**src/rtl/qc_pkg.sv**
```systemverilog
// qc_pkg: shared constants, compare-record type and the predicate function
// for the query/condition unit. Assumes 32-bit record words and a 64-bit
// timestamp.
package qc_pkg;
    localparam int WORD_W  = 32;
    localparam int TS_W    = 64;
    localparam int REC_W   = 2 * WORD_W + TS_W;
    localparam int CFG_AW  = 3;

    // register indices
    localparam logic [CFG_AW-1:0] RG_QADDR = 3'd0;
    localparam logic [CFG_AW-1:0] RG_QSEQ  = 3'd1;
    localparam logic [CFG_AW-1:0] RG_QCMD  = 3'd2;
    localparam logic [CFG_AW-1:0] RG_CADDR = 3'd3;
    localparam logic [CFG_AW-1:0] RG_CMODE = 3'd4;

    // query operations
    localparam logic [1:0] OP_RELEASE = 2'd0;
    localparam logic [1:0] OP_ACQUIRE = 2'd1;
    localparam logic [1:0] OP_COUNTER = 2'd2;
    localparam logic [1:0] OP_TRAP    = 2'd3;
    localparam logic [3:0] SEL_ZERO   = 4'd0;

    // condition modes
    localparam logic [2:0] CM_NEVER  = 3'd0;
    localparam logic [2:0] CM_ALWAYS = 3'd1;
    localparam logic [2:0] CM_RES_NZ = 3'd2;
    localparam logic [2:0] CM_EQUAL  = 3'd3;
    localparam logic [2:0] CM_NEQUAL = 3'd4;

    typedef struct packed {
        logic [WORD_W-1:0] init_seq;
        logic [WORD_W-1:0] init_mode;
        logic [WORD_W-1:0] cur_seq;
        logic [WORD_W-1:0] cur_mode;
    } cmp_rec_t;

    // True when the mode needs the compare record from memory.
    function automatic logic qc_mode_reads(input logic [2:0] mode);
        return (mode == CM_RES_NZ) || (mode == CM_EQUAL) || (mode == CM_NEQUAL);
    endfunction

    // Execute-enable decision for a mode and a compare record.
    function automatic logic qc_decide(input logic [2:0] mode, input cmp_rec_t r);
        logic same;
        same = (r.init_seq == r.cur_seq) && (r.init_mode == r.cur_mode);
        case (mode)
            CM_NEVER:  return 1'b0;
            CM_RES_NZ: return (r.init_seq != '0) && (r.init_mode != '0);
            CM_EQUAL:  return same;
            CM_NEQUAL: return !same;
            default:   return 1'b1;
        endcase
    endfunction
endpackage

```
**src/rtl/qc_query_writer.sv**
```systemverilog
// qc_query_writer: executes one query command. It raises a one-cycle
// semaphore strobe, or it streams a 1-word or 4-word result record to the
// write port. Assumes start_i is given only while busy_o is low.
module qc_query_writer
    import qc_pkg::*;
#(
    parameter int ADDR_W = 32
) (
    input  logic              clk,
    input  logic              rst_n,
    input  logic              start_i,
    input  logic [1:0]        op_i,
    input  logic              fence_i,
    input  logic              short_i,
    input  logic [3:0]        sel_i,
    input  logic [ADDR_W-1:0] addr_i,
    input  logic [WORD_W-1:0] seq_i,
    input  logic [TS_W-1:0]   ts_i,
    output logic              busy_o,
    output logic              sem_valid_o,
    output logic [ADDR_W-1:0] sem_addr_o,
    output logic [WORD_W-1:0] sem_payload_o,
    output logic              wr_valid_o,
    output logic [ADDR_W-1:0] wr_addr_o,
    output logic [WORD_W-1:0] wr_data_o,
    input  logic              wr_ready_i
);
    typedef enum logic [1:0] {W_IDLE, W_SEM, W_WRITE} wstate_e;

    wstate_e           state_q;
    logic [ADDR_W-1:0] base_q;
    logic [WORD_W-1:0] seq_q;
    logic [REC_W-1:0]  rec_q;
    logic [1:0]        idx_q;
    logic [1:0]        last_q;
    logic [WORD_W-1:0] value_c;
    logic              do_sem_c;
    logic              do_write_c;

    // Decode the command into an action and a result value.
    always_comb begin
        do_sem_c   = 1'b0;
        do_write_c = 1'b0;
        value_c    = seq_i;
        case (op_i)
            OP_RELEASE: begin
                if (fence_i) do_sem_c = 1'b1;
                else         do_write_c = 1'b1;
            end
            OP_COUNTER: begin
                do_write_c = 1'b1;
                value_c    = (sel_i == SEL_ZERO) ? '0 : WORD_W'(1);
            end
            default: ;
        endcase
    end

    // Command sequencer: latch on start, strobe or stream words.
    always_ff @(posedge clk) begin
        if (!rst_n) begin
            state_q <= W_IDLE;
            base_q  <= '0;
            seq_q   <= '0;
            rec_q   <= '0;
            idx_q   <= '0;
            last_q  <= '0;
        end else begin
            case (state_q)
                W_IDLE: begin
                    if (start_i) begin
                        base_q <= addr_i;
                        seq_q  <= seq_i;
                        idx_q  <= '0;
                        last_q <= short_i ? 2'd0 : 2'd3;
                        rec_q  <= {ts_i, {WORD_W{1'b0}}, value_c};
                        if (do_sem_c)        state_q <= W_SEM;
                        else if (do_write_c) state_q <= W_WRITE;
                    end
                end
                W_SEM: state_q <= W_IDLE;
                W_WRITE: begin
                    if (wr_ready_i) begin
                        if (idx_q == last_q) state_q <= W_IDLE;
                        else                 idx_q   <= idx_q + 2'd1;
                    end
                end
                default: state_q <= W_IDLE;
            endcase
        end
    end

    assign busy_o        = (state_q != W_IDLE);
    assign sem_valid_o   = (state_q == W_SEM);
    assign sem_addr_o    = base_q;
    assign sem_payload_o = seq_q;
    assign wr_valid_o    = (state_q == W_WRITE);
    assign wr_addr_o     = base_q + ADDR_W'({idx_q, 2'b00});
    assign wr_data_o     = rec_q[{idx_q, 5'd0} +: WORD_W];
endmodule

```
**src/rtl/qc_cond_eval.sv**
```systemverilog
// qc_cond_eval: owns the execute-enable flag. Immediate modes update it on
// the start edge. Memory modes fetch four record words one at a time and
// update the flag on the last response. Assumes one read is outstanding.
module qc_cond_eval
    import qc_pkg::*;
#(
    parameter int ADDR_W = 32
) (
    input  logic              clk,
    input  logic              rst_n,
    input  logic              start_i,
    input  logic [2:0]        mode_i,
    input  logic [ADDR_W-1:0] base_i,
    output logic              busy_o,
    output logic              rd_valid_o,
    output logic [ADDR_W-1:0] rd_addr_o,
    input  logic              rd_ready_i,
    input  logic              rsp_valid_i,
    input  logic [WORD_W-1:0] rsp_data_i,
    output logic              execute_on_o
);
    typedef enum logic [1:0] {C_IDLE, C_REQ, C_WAIT} cstate_e;

    cstate_e           state_q;
    logic [2:0]        mode_q;
    logic [ADDR_W-1:0] base_q;
    logic [1:0]        idx_q;
    logic [WORD_W-1:0] w0_q, w1_q, w2_q;
    logic              exec_q;
    cmp_rec_t          rec_c;

    // Assemble the record with the final word taken from the response.
    always_comb begin
        rec_c.init_seq  = w0_q;
        rec_c.init_mode = w1_q;
        rec_c.cur_seq   = w2_q;
        rec_c.cur_mode  = rsp_data_i;
    end

    // Fetch sequencer and flag update.
    always_ff @(posedge clk) begin
        if (!rst_n) begin
            state_q <= C_IDLE;
            mode_q  <= CM_ALWAYS;
            base_q  <= '0;
            idx_q   <= '0;
            w0_q    <= '0;
            w1_q    <= '0;
            w2_q    <= '0;
            exec_q  <= 1'b1;
        end else begin
            case (state_q)
                C_IDLE: begin
                    if (start_i) begin
                        mode_q <= mode_i;
                        base_q <= base_i;
                        idx_q  <= '0;
                        if (qc_mode_reads(mode_i)) state_q <= C_REQ;
                        else                       exec_q  <= qc_decide(mode_i, '0);
                    end
                end
                C_REQ: if (rd_ready_i) state_q <= C_WAIT;
                C_WAIT: begin
                    if (rsp_valid_i) begin
                        case (idx_q)
                            2'd0: w0_q <= rsp_data_i;
                            2'd1: w1_q <= rsp_data_i;
                            2'd2: w2_q <= rsp_data_i;
                            default: exec_q <= qc_decide(mode_q, rec_c);
                        endcase
                        if (idx_q == 2'd3) state_q <= C_IDLE;
                        else begin
                            idx_q   <= idx_q + 2'd1;
                            state_q <= C_REQ;
                        end
                    end
                end
                default: state_q <= C_IDLE;
            endcase
        end
    end

    assign busy_o       = (state_q != C_IDLE);
    assign rd_valid_o   = (state_q == C_REQ);
    assign rd_addr_o    = base_q + ADDR_W'({idx_q, 2'b00});
    assign execute_on_o = exec_q;
endmodule

```
**src/rtl/query_cond_unit.sv**
```systemverilog
// query_cond_unit: register file, trigger gating, memory port sharing and
// draw gating around the query writer and the condition evaluator.
// Assumes ADDR_W <= 32 (addresses come from one register write).
module query_cond_unit
    import qc_pkg::*;
#(
    parameter int ADDR_W = 32
) (
    input  logic              clk,
    input  logic              rst_n,
    input  logic              cfg_we_i,
    input  logic [CFG_AW-1:0] cfg_addr_i,
    input  logic [WORD_W-1:0] cfg_wdata_i,
    input  logic [TS_W-1:0]   timestamp_i,
    output logic              mem_req_valid_o,
    input  logic              mem_req_ready_i,
    output logic              mem_req_write_o,
    output logic [ADDR_W-1:0] mem_req_addr_o,
    output logic [WORD_W-1:0] mem_req_wdata_o,
    input  logic              mem_rsp_valid_i,
    input  logic [WORD_W-1:0] mem_rsp_rdata_i,
    output logic              sem_valid_o,
    output logic [ADDR_W-1:0] sem_addr_o,
    output logic [WORD_W-1:0] sem_payload_o,
    input  logic              draw_req_i,
    output logic              draw_ready_o,
    output logic              draw_run_o,
    output logic              execute_on_o
);
    logic [ADDR_W-1:0] qaddr_q, caddr_q;
    logic [WORD_W-1:0] qseq_q;
    logic              w_busy, c_busy, idle_c;
    logic              q_start, c_start;
    logic              w_valid, r_valid;
    logic [ADDR_W-1:0] w_addr, r_addr;
    logic [WORD_W-1:0] w_data;

    // Plain registers; always writable since the engines keep copies.
    always_ff @(posedge clk) begin
        if (!rst_n) begin
            qaddr_q <= '0;
            qseq_q  <= '0;
            caddr_q <= '0;
        end else if (cfg_we_i) begin
            if (cfg_addr_i == RG_QADDR) qaddr_q <= cfg_wdata_i[ADDR_W-1:0];
            if (cfg_addr_i == RG_QSEQ)  qseq_q  <= cfg_wdata_i;
            if (cfg_addr_i == RG_CADDR) caddr_q <= cfg_wdata_i[ADDR_W-1:0];
        end
    end

    // Triggers are accepted only when nothing is in flight.
    assign idle_c  = !w_busy && !c_busy;
    assign q_start = cfg_we_i && (cfg_addr_i == RG_QCMD)  && idle_c;
    assign c_start = cfg_we_i && (cfg_addr_i == RG_CMODE) && idle_c;

    qc_query_writer #(.ADDR_W(ADDR_W)) writer_i (
        .clk           (clk),
        .rst_n         (rst_n),
        .start_i       (q_start),
        .op_i          (cfg_wdata_i[1:0]),
        .fence_i       (cfg_wdata_i[4]),
        .short_i       (cfg_wdata_i[5]),
        .sel_i         (cfg_wdata_i[11:8]),
        .addr_i        (qaddr_q),
        .seq_i         (qseq_q),
        .ts_i          (timestamp_i),
        .busy_o        (w_busy),
        .sem_valid_o   (sem_valid_o),
        .sem_addr_o    (sem_addr_o),
        .sem_payload_o (sem_payload_o),
        .wr_valid_o    (w_valid),
        .wr_addr_o     (w_addr),
        .wr_data_o     (w_data),
        .wr_ready_i    (mem_req_ready_i)
    );

    qc_cond_eval #(.ADDR_W(ADDR_W)) cond_i (
        .clk          (clk),
        .rst_n        (rst_n),
        .start_i      (c_start),
        .mode_i       (cfg_wdata_i[2:0]),
        .base_i       (caddr_q),
        .busy_o       (c_busy),
        .rd_valid_o   (r_valid),
        .rd_addr_o    (r_addr),
        .rd_ready_i   (mem_req_ready_i),
        .rsp_valid_i  (mem_rsp_valid_i),
        .rsp_data_i   (mem_rsp_rdata_i),
        .execute_on_o (execute_on_o)
    );

    // Share the request port; the two engines never run together.
    assign mem_req_valid_o = w_valid || r_valid;
    assign mem_req_write_o = w_valid;
    assign mem_req_addr_o  = w_valid ? w_addr : r_addr;
    assign mem_req_wdata_o = w_valid ? w_data : '0;

    // Stall draws during a record fetch; gate accepted draws by the flag.
    assign draw_ready_o = !c_busy;
    assign draw_run_o   = draw_req_i && draw_ready_o && execute_on_o;
endmodule

```
**config.mk**
```make
export PLATFORM = sky130hd
export DESIGN_NAME = query_cond_unit
export DESIGN_NICKNAME = d
export VERILOG_FILES = /design/src/rtl/qc_pkg.sv /design/src/rtl/qc_query_writer.sv /design/src/rtl/qc_cond_eval.sv /design/src/rtl/query_cond_unit.sv
export SDC_FILE = /design/constraint.sdc
export NUM_CORES = 1
export LEC_CHECK = 0
export BUFFER_PORTS_ARGS = -buffer_cell sky130_fd_sc_hd__buf_2
export CAP_MARGIN = 20
export CELL_PAD_IN_SITES_DETAIL_PLACEMENT = 0
export CELL_PAD_IN_SITES_GLOBAL_PLACEMENT = 1
export CORE_MARGIN = 8
export CORE_UTILIZATION = 25
export DETAILED_ROUTE_END_ITERATION = 8
export PLACE_DENSITY_LB_ADDON = 0.1
export SKIP_LAST_GASP = 1
export SYNTH_ARGS = -nofsm -noshare
export SYNTH_HDL_FRONTEND = slang
export SYNTH_SLANG_ARGS = --single-unit
```
**constraint.sdc**
```tcl
create_clock -name clk -period 4.7 [get_ports clk]
set_input_delay 0.94 -clock clk [delete_from_list [all_inputs] [get_ports clk]]
set_output_delay 0.94 -clock clk [all_outputs]
set_load 0.01 [all_outputs]
```
# Word level (Yosys, flattened, before mapping)

Cells that the tools add are included.

Add/subtract/negate cells: 4
Equal/unequal tests: 33
Shift-type cells: 1
Muxes and demuxes: 36
Reductions and logical operators: 44

Operators by type and width:

| cell                  | number |
|---|---|
| $shiftx A128 B8 Y32   | 1 |
| $mux W32              | 3 |
| $add A32 B4 Y32       | 2 |
| $eq A32 B32 Y1        | 2 |
| $reduce_bool A32 Y1   | 2 |
| $mux W2               | 16 |
| $eq A3 B2 Y1 const B  | 6 |
| $ne A2 B2 Y1 const B  | 9 |
| $reduce_and A4 Y1     | 4 |
| $pmux W2 S2           | 3 |
| $eq A2 B2 Y1 const B  | 5 |
| $mux W1               | 10 |
| $reduce_and A2 Y1     | 5 |
| $eq A3 B3 Y1 const B  | 3 |
| $logic_and A1 B1 Y1   | 9 |
| $logic_not A3 Y1      | 3 |
| $reduce_and A3 Y1     | 3 |
| $logic_not A2 Y1      | 4 |
| $reduce_bool A2 Y1    | 4 |
| $eq A2 B1 Y1 const B  | 3 |
| $pmux W2 S3           | 1 |
| $reduce_or A3 Y1      | 2 |
| $reduce_and A5 Y1     | 1 |
| $add A2 B1 Y2 const B | 2 |
| 9 further kinds       | 15 |

Register bits after elaboration: 398
Input bits: 137
Output and inout port bits: 134
Word-level logic and storage cells: 135

# Logic depth before layout (Yosys ltp)

Gate-level depths: netlist of the first run.

Word-level depth: 7
Mapped depth: 9
Depth with buffers taken out: 9

# Modules after synthesis

A second synthesis of the first run with hierarchy kept.

Cell total of the unflattened synthesis: 2,216
Area, all modules: 18,654.1 µm²

Modules (own cells, without submodules):

| module          | times used | cells an instance | area each (µm²) | sequential area each (µm²) |
|---|---|---|---|---|
| qc_query_writer | 1          | 977               | 7,908.8         | 3,303.2 |
| qc_cond_eval    | 1          | 814               | 6,565.0         | 2,722.6 |
| query_cond_unit | 1          | 425               | 4,180.3         | 1,921.8 |

# Least setup slack after synthesis of the first run

Ideal clock, no wire load.

Kind: register to output
Start point: register writer_i.base_q[2] (netlist: writer_i.sem_addr_o[2])
End point: output port mem_req_addr_o[28]
Data arrival time: 2.336 ns
Required time: 3.760 ns
Slack: 1.424 ns
Cell stages (with the launch flop): 10
Path buffers: 0
Cells stage by stage: dfxtp_1 -> ha_1 -> inv_1 -> fa_1 -> nand2b_1 -> nor4_2 -> and4_1 -> nand3_1 -> xor2_1 -> mux2i_1

Cells in the longest elaborated chain, start to end: 2

RTL lines:

| what                   | line                  | source |
|---|---|---|
| start, declared        | qc_query_writer.sv:31 | `logic [ADDR_W-1:0] base_q;` |
| start signal, assigned | qc_query_writer.sv:71 | `base_q <= addr_i;` |
| $add A32 B4 Y32        | qc_query_writer.sv:97 | `assign wr_addr_o = base_q + ADDR_W'({idx_q, 2'b00});` |
| $mux W32               | query_cond_unit.sv:95 | `assign mem_req_addr_o = w_valid ? w_addr : r_addr;` |
| end, declared          | query_cond_unit.sv:18 | `output logic [ADDR_W-1:0] mem_req_addr_o,` |

No other way between the ends.

# Worst setup path after layout of the first run

Start point: register cond_i.idx_q[0]
End point: output port mem_req_addr_o[28]

Cells in the longest elaborated chain, start to end: 2

RTL lines:

| what                   | line                  | source |
|---|---|---|
| start, declared        | qc_cond_eval.sv:27    | `logic [1:0] idx_q;` |
| start signal, assigned | qc_cond_eval.sv:73    | `idx_q <= idx_q + 2'd1;` |
| $add A32 B4 Y32        | qc_cond_eval.sv:85    | `assign rd_addr_o = base_q + ADDR_W'({idx_q, 2'b00});` |
| $mux W32               | query_cond_unit.sv:95 |  |

No other way between the ends.

==> results.json, run 1 <==
{
  "status": "completed",
  "vias_per_cell": 4.685,
  "synth_top_area_share_pct": 46.16,
  "whs_ns": 0.4466,
  "worst_slack_ns": 0.2938,
  "grt_max_degree": 134,
  "setup-tns-final_ns": 0,
  "fin_nets": 2596,
  "syn-num-nets": 2419,
  "htree_levels": 2,
  "cts_resized": 0,
  "drv_slew": 0,
  "clkSinkCount": 397,
  "rows": 96,
  "worstSetupStartpoint": "cond_i.idx_q[0]",
  "cts-root-buf": "clkbuf_16",
  "ys_top_cells_by_area": "dfxtp_1 46%, nand2_1 17%, a21oi_1 13%, xor2_1 5.1%, clkbuf_1 3.2%",
  "cp-start-kind": "register",
  "syn_area_per_cell_um2": 7.581,
  "synth_largest_area_cell": "dfxtp_1",
  "first_pass_iters": 5,
  "period_share_pct": 93.75,
  "antenna_found_initial": 6,
  "cts_buffers": 50,
  "fill_cells": 7434,
  "wl_per_cell_um": 20.35,
  "worst_path_most_repeated_cell": "nand4_1",
  "max_stage_delay_ns": 0.44,
  "synthFlopType": "dfxtp_1",
  "switchingPower_mw": 1.819,
  "final_hold_viol_count": 0,
  "cp-end-kind": "output pin",
  "ys_ff_latch": 397,
  "rsz0062_at_grt": "no",
  "peakVddDrop_v": 0.0002476,
  "min_period_ns": 4.406,
  "power_density_mw_per_mm2": 359.6,
  "clock_path_buffers": 3,
  "drt-total-wl_um": 68500,
  "post-route-util_pct": 30.55,
  "slew_headroom_pct": 33.03,
  "max_freq_mhz": 227.0,
  "path_max_fanout": 6,
  "critPathKind": "register to output pin",
  "required_ns": 3.76,
  "cts_tree": "yes",
  "place_ws_ns": 0.7815,
  "grt_use_total_pct": 16.92,
  "synth-seq-area-share_pct": 46.16,
  "multi_input_area_mm2": 0.008653,
  "hp-class": "register to register",
  "final_layout_size_suffix_gt1_share_pct": 16.88,
  "combPwrFrac_pct": 5.0,
  "reg2reg_from": "writer_i.state_q[1]",
  "clock_latency_ns": 0.59,
  "yosys-top-cells-count": "786 x nand2_1, 435 x a21oi_1, 397 x dfxtp_1",
  "fp.dieH_um": 278.4,
  "core_mm2": 0.06835,
  "netlist_area_mm2": 0.01722,
  "die_area_mm2": 0.07752,
  "post-cts-setup-buffer-count": 0,
  "cts_hold_buf": 0,
  "drcViolationCount": 0,
  "synth_edf_count": 0,
  "clk_pin_slew_ns": 0.06,
  "die_x_um": 278.4,
  "initial_utilization_pct": 25.19,
  "grt_overflow": 0,
  "seqCellArea_mm2": 0.007953,
  "arrival_ns": 3.47,
  "dpl.hpwl_um": 46590,
  "skew_ns": 0.01367,
  "p_leak_nw": 7.876,
  "first_iter_violations": 1007,
  "pwr-share-seq_pct": 45.6,
  "clkPwrFrac_pct": 49.3,
  "io_buffers": 270,
  "swShare_pct": 24.23,
  "synth_cell_types": 50,
  "syn2layout_area_growth_pct": 21.29,
  "yosysWarnings": 0,
  "worstMarginPinSlew_ns": 1.002,
  "vias": 15776,
  "io_pins": 271,
  "internal-power_mw": 5.689,
  "async_flop_share_pct": 0,
  "crit_chain": "ha_1 > inv_1 > fa_1 > and4b_1 > nand4_1 > nor3_4 > nand4_1 > xor2_1 > mux2i_1 > buf_2",
  "grt_pass1_vias": 15609,
  "max-cap-violations": 0,
  "synthCells": 2271,
  "grt_pass1_wl_um": 101400,
  "min-delay-start": "caddr_q[2]",
  "slowest_stage": "dfxtp_1",
  "place_congestion": 0.7907,
  "setup_viol": 0,
  "antenna_left": 0,
  "yosysMostFrequentCell": "nand2_1"
}
[layer usage]
layer | vias up | share of wire [%] | global-route usage, %
li1 | 7867 | - | -
met1 | 7493 | 46 | 22.23
met2 | 317 | 46 | 27.96
met3 | 95 | 5.3 | 3.593
met4 | 4 | 2.4 | 4.532
met5 | - | 0.039 | 0
[through the flow]
step                area (um^2)  cells  power (mW)
finish                    20880   3367       7.508
detailed placement        19290   3277       3.884
global placement          19290   3277       3.882
global route              20880   3365       7.825
CTS                       20830   3363       7.660
floorplan                 17220   2271       3.673
[cell usage in the layout (no fill, tap or decap), types with 6 or more instances in the layout]
cell type  netlist  layout
mux2_2          34      34
xnor2_1         20      20
clkinv_2         0       9
nor3b_1         35      34
nor2_1          69      69
nand3_1         56      52
nor2b_1          8       7
clkbuf_1       145      17
buf_2           13     270
nor4_1          34      34
buf_4            0      11
ha_1             9       9
clkbuf_16        0      53
inv_1           13      13
a21oi_1        435     435
and3_1          10       6
nand4_1         21      21
xor2_1         100     100
mux2i_1         12      12
dfxtp_1        397     395
o21ai_0         17      17
nand2_1        786     786
[path summary, 6_finish.rpt]
| check | cells after the start | slack (ns) | endpoint |
|---|---|---|---|
| worst max register to register | 7 | 1.98 | writer_i.rec_q[123] |
| worst max-delay path | 10 | 0.29 | mem_req_addr_o[28] |
| worst min register to register | 2 | 0.45 | cond_i.base_q[2] |
| worst min-delay path | 2 | 0.45 | cond_i.base_q[2] |
[power by group through the flow]
stage / logic (mW) / registers (mW) / clock network [mW]
2_1_floorplan: 0.184 / 3.49 / 0
3_3_place_gp: 0.385 / 3.50 / 0
3_5_place_dp: 0.385 / 3.50 / 0
4_1_cts: 0.386 / 3.42 / 3.85
5_1_grt: 0.417 / 3.43 / 3.98
6_report: 0.378 / 3.43 / 3.70
[worst max-delay path, delay by kind of cell, from the launching register on]
kind / cells / cell delay [ns]
simple gates: 4 / 1.18
fa+ha+maj: 2 / 0.63
flops: 1 / 0.44
buf+inv: 2 / 0.25
mux: 1 / 0.22
xor+xnor: 1 / 0.16
[sequential cells by signal, summed over array words and instances (netlist names)]
signal / cells
writer_i.idx_q: 2
cond_i.w1_q: 32
caddr_q: 32
cond_i.idx_q: 2
cond_i.mode_q: 3
writer_i.sem_addr_o: 32
qaddr_q: 32
cond_i.w0_q: 32
cond_i.w2_q: 32
cond_i.execute_on_o: 1
cond_i.state_q: 2
writer_i.rec_q: 96
writer_i.state_q: 2
writer_i.last_q: 1
writer_i.sem_payload_o: 32
cond_i.base_q: 32
qseq_q: 32
[final cells by class]
type	instances	share of cell area [%]
Inverter	14	0.2876
Tap cell	882	5.285
Multi-Input combinational cell	1698	41.44
Timing Repair Buffer	287	7.478
Antenna cell	3	0.03595
Clock buffer	75	6.987
Clock inverter	11	0.4015
Sequential cell	397	38.08
[cell families after synthesis]
| kind of cell | Yosys count | synth area share [%] |
|---|---|---|
| AND/OR/NAND/NOR | 1052 | 26.09 |
| AO/OA/AOI/OAI | 469 | 13.86 |
| flip-flops | 397 | 46.16 |
| buffers and inverters | 176 | 3.975 |
| XOR/XNOR | 120 | 6.105 |
| multiplexers | 46 | 2.922 |
| adder cells (fa/ha/maj) | 11 | 0.8866 |
No activity file was read; power rests on OpenSTA's default activity.
==> inputs of run 2 (changes only) <==
--- a/config.mk
+++ b/config.mk
@@ -6,13 +6,13 @@
 export NUM_CORES = 1
 export LEC_CHECK = 0
 export BUFFER_PORTS_ARGS = -buffer_cell sky130_fd_sc_hd__buf_2
-export CAP_MARGIN = 20
+export CAP_MARGIN = 10
 export CELL_PAD_IN_SITES_DETAIL_PLACEMENT = 0
 export CELL_PAD_IN_SITES_GLOBAL_PLACEMENT = 1
 export CORE_MARGIN = 8
 export CORE_UTILIZATION = 25
 export DETAILED_ROUTE_END_ITERATION = 8
-export PLACE_DENSITY_LB_ADDON = 0.1
+export PLACE_DENSITY = 0.63
 export SKIP_LAST_GASP = 1
 export SYNTH_ARGS = -nofsm -noshare
 export SYNTH_HDL_FRONTEND = slang
==> run 2 against run 1 <==
Register-to-register slack about the same; first-iteration DRC count is 4.4% lower; clock skew rose by 0.0078 ns; global-route usage is 1.2 points lower; highest routed layer unchanged.
==> results.json, run 2 (synthesis gave the netlist of run 1 again) <==
{
  "drcViolationCount": 0,
  "fin_area_mm2": 0.02113,
  "cts-root-buf": "clkbuf_16",
  "clock_path_buffers": 3,
  "io_buffers": 270,
  "fin_nets": 2601,
  "arrival_ns": 3.46,
  "drt-total-wl_um": 63680,
  "grt_max_degree": 150,
  "grt_use_total_pct": 15.73,
  "final_hold_viol_count": 0,
  "setup-tns-final_ns": 0,
  "first_pass_iters": 7,
  "cp-end-kind": "output pin",
  "io_pins": 271,
  "status": "completed",
  "vias": 15958,
  "final_common_cell": "nand2_1",
  "setup_viol": 0,
  "htree_levels": 2,
  "rsz0062_at_grt": "no",
  "post-cts-setup-buffer-count": 0,
  "cts_tree": "yes",
  "power_density_mw_per_mm2": 376.7,
  "min_period_ns": 4.398,
  "cp-start-kind": "register",
  "period_share_pct": 93.58,
  "grt_pass1_vias": 15646,
  "cts_hold_buf": 0,
  "path_max_fanout": 6,
  "cts_buffers": 49,
  "final_cell_mix": "786 x nand2_1, 435 x a21oi_1, 395 x dfxtp_1, 270 x buf_2, 100 x xor2_1",
  "largest_register": "writer_i.rec_q",
  "required_ns": 3.76,
  "syn2layout_area_growth_pct": 22.73,
  "critPathKind": "register to output pin",
  "slew_headroom_pct": 25.50,
  "die_area_mm2": 0.07752,
  "antenna_left": 0,
  "post_dp_cell_area_mm2": 0.01931,
  "p_leak_nw": 7.975,
  "place_congestion": 0.8314,
  "rows": 96,
  "clk_pin_slew_ns": 0.06,
  "peakVddDrop_v": 0.0002561,
  "core_mm2": 0.06835,
  "crit_chain": "ha_1 > inv_1 > fa_1 > and4b_1 > nand4_1 > nor3_2 > nand2_1 > xor2_1 > mux2i_1 > buf_2",
  "worstMarginPinSlew_ns": 1.118,
  "largest_register_ff_count": 96,
  "clkSinkCount": 397,
  "antenna_found_initial": 17,
  "clock_latency_ns": 0.59,
  "max_freq_mhz": 227.4,
  "max-cap-violations": 0,
  "grt_overflow": 0,
  "grt_pass1_wl_um": 96070,
  "dpl.hpwl_um": 44570,
  "first_iter_violations": 963,
  "initial_utilization_pct": 25.19,
  "final_layout_size_suffix_gt1_share_pct": 17.46,
  "slowest_stage": "nor3_2",
  "drv_slew": 0,
  "vias_per_cell": 4.716,
  "skew_ns": 0.02147,
  "post-route-util_pct": 30.92,
  "wl_per_cell_um": 18.82,
  "max_stage_delay_ns": 0.49,
  "fp.dieH_um": 278.4,
  "cp_num_buf_inv": 2,
  "die_x_um": 278.4,
  "hp-class": "register to register",
  "cts_resized": 0,
  "fill_cells": 7393,
  "critPathTopFamily": "simple AND/OR/NAND/NOR gates"
}
run 2: worst min-delay path, stage by stage (launching register included):
cell     delay (ns)
dfxtp_1        0.31
nand2_1        0.05
a21oi_1        0.05
run 2: through the flow:
stage | instances | worst slack [ns] | hold slack, ns | power [mW]
2_1_floorplan | 2271 | 1.424 | 0.4271 | 3.673
4_1_cts | 3374 | 0.2495 | 0.4402 | 8.076
3_5_place_dp | 3284 | 0.9204 | 0.4424 | 3.869
6_report | 3384 | 0.3017 | 0.4384 | 7.958
5_1_grt | 3377 | 0.03797 | 0.4522 | 8.248
3_3_place_gp | 3284 | 0.9914 | 0.4379 | 3.865
run 2: area by class of cell:
cell class                      instances  area (um^2)  share of cell area, %
Clock buffer                           67         1414                  6.692
Inverter                               14        60.06                 0.2842
Multi-Input combinational cell       1698         8620                  40.79
Timing Repair Buffer                  293         1574                  7.450
Tap cell                              882         1104                  5.223
Sequential cell                       397         7953                  37.64
Clock inverter                         23        380.4                  1.800
Antenna cell                           10        25.02                 0.1184
run 2: worst paths after layout:
kind                                           end  slack (ns)                start  depth (start not counted)
worst max-delay path            mem_req_addr_o[30]        0.30      cond_i.idx_q[0]                         10
worst min-delay path              cond_i.base_q[4]        0.44           caddr_q[4]                          2
worst max register to register   writer_i.rec_q[4]        1.98  writer_i.state_q[1]                          6
worst min register to register    cond_i.base_q[4]        0.44           caddr_q[4]                          2
run 2: report_power, final:
part           switching (mW)  total [mW]  internal, mW  leakage (nW)
Combinational           0.257       0.366         0.109          3.89
Sequential             0.0240        3.42          3.40          3.20
Clock                    1.56        4.17          2.60         0.883
Total                    1.85        7.96          6.11          7.97
run 2: layer usage:
metal	GRT usage [%]	vias up	routed length [um]	share of wire (%)
met1	19.74	7585	27720	44
met2	26.17	368	29990	47
li1	-	7896	-	-
met5	0	-	85	0.13
met3	4.347	97	4396	6.9
met4	4.626	12	1495	2.3
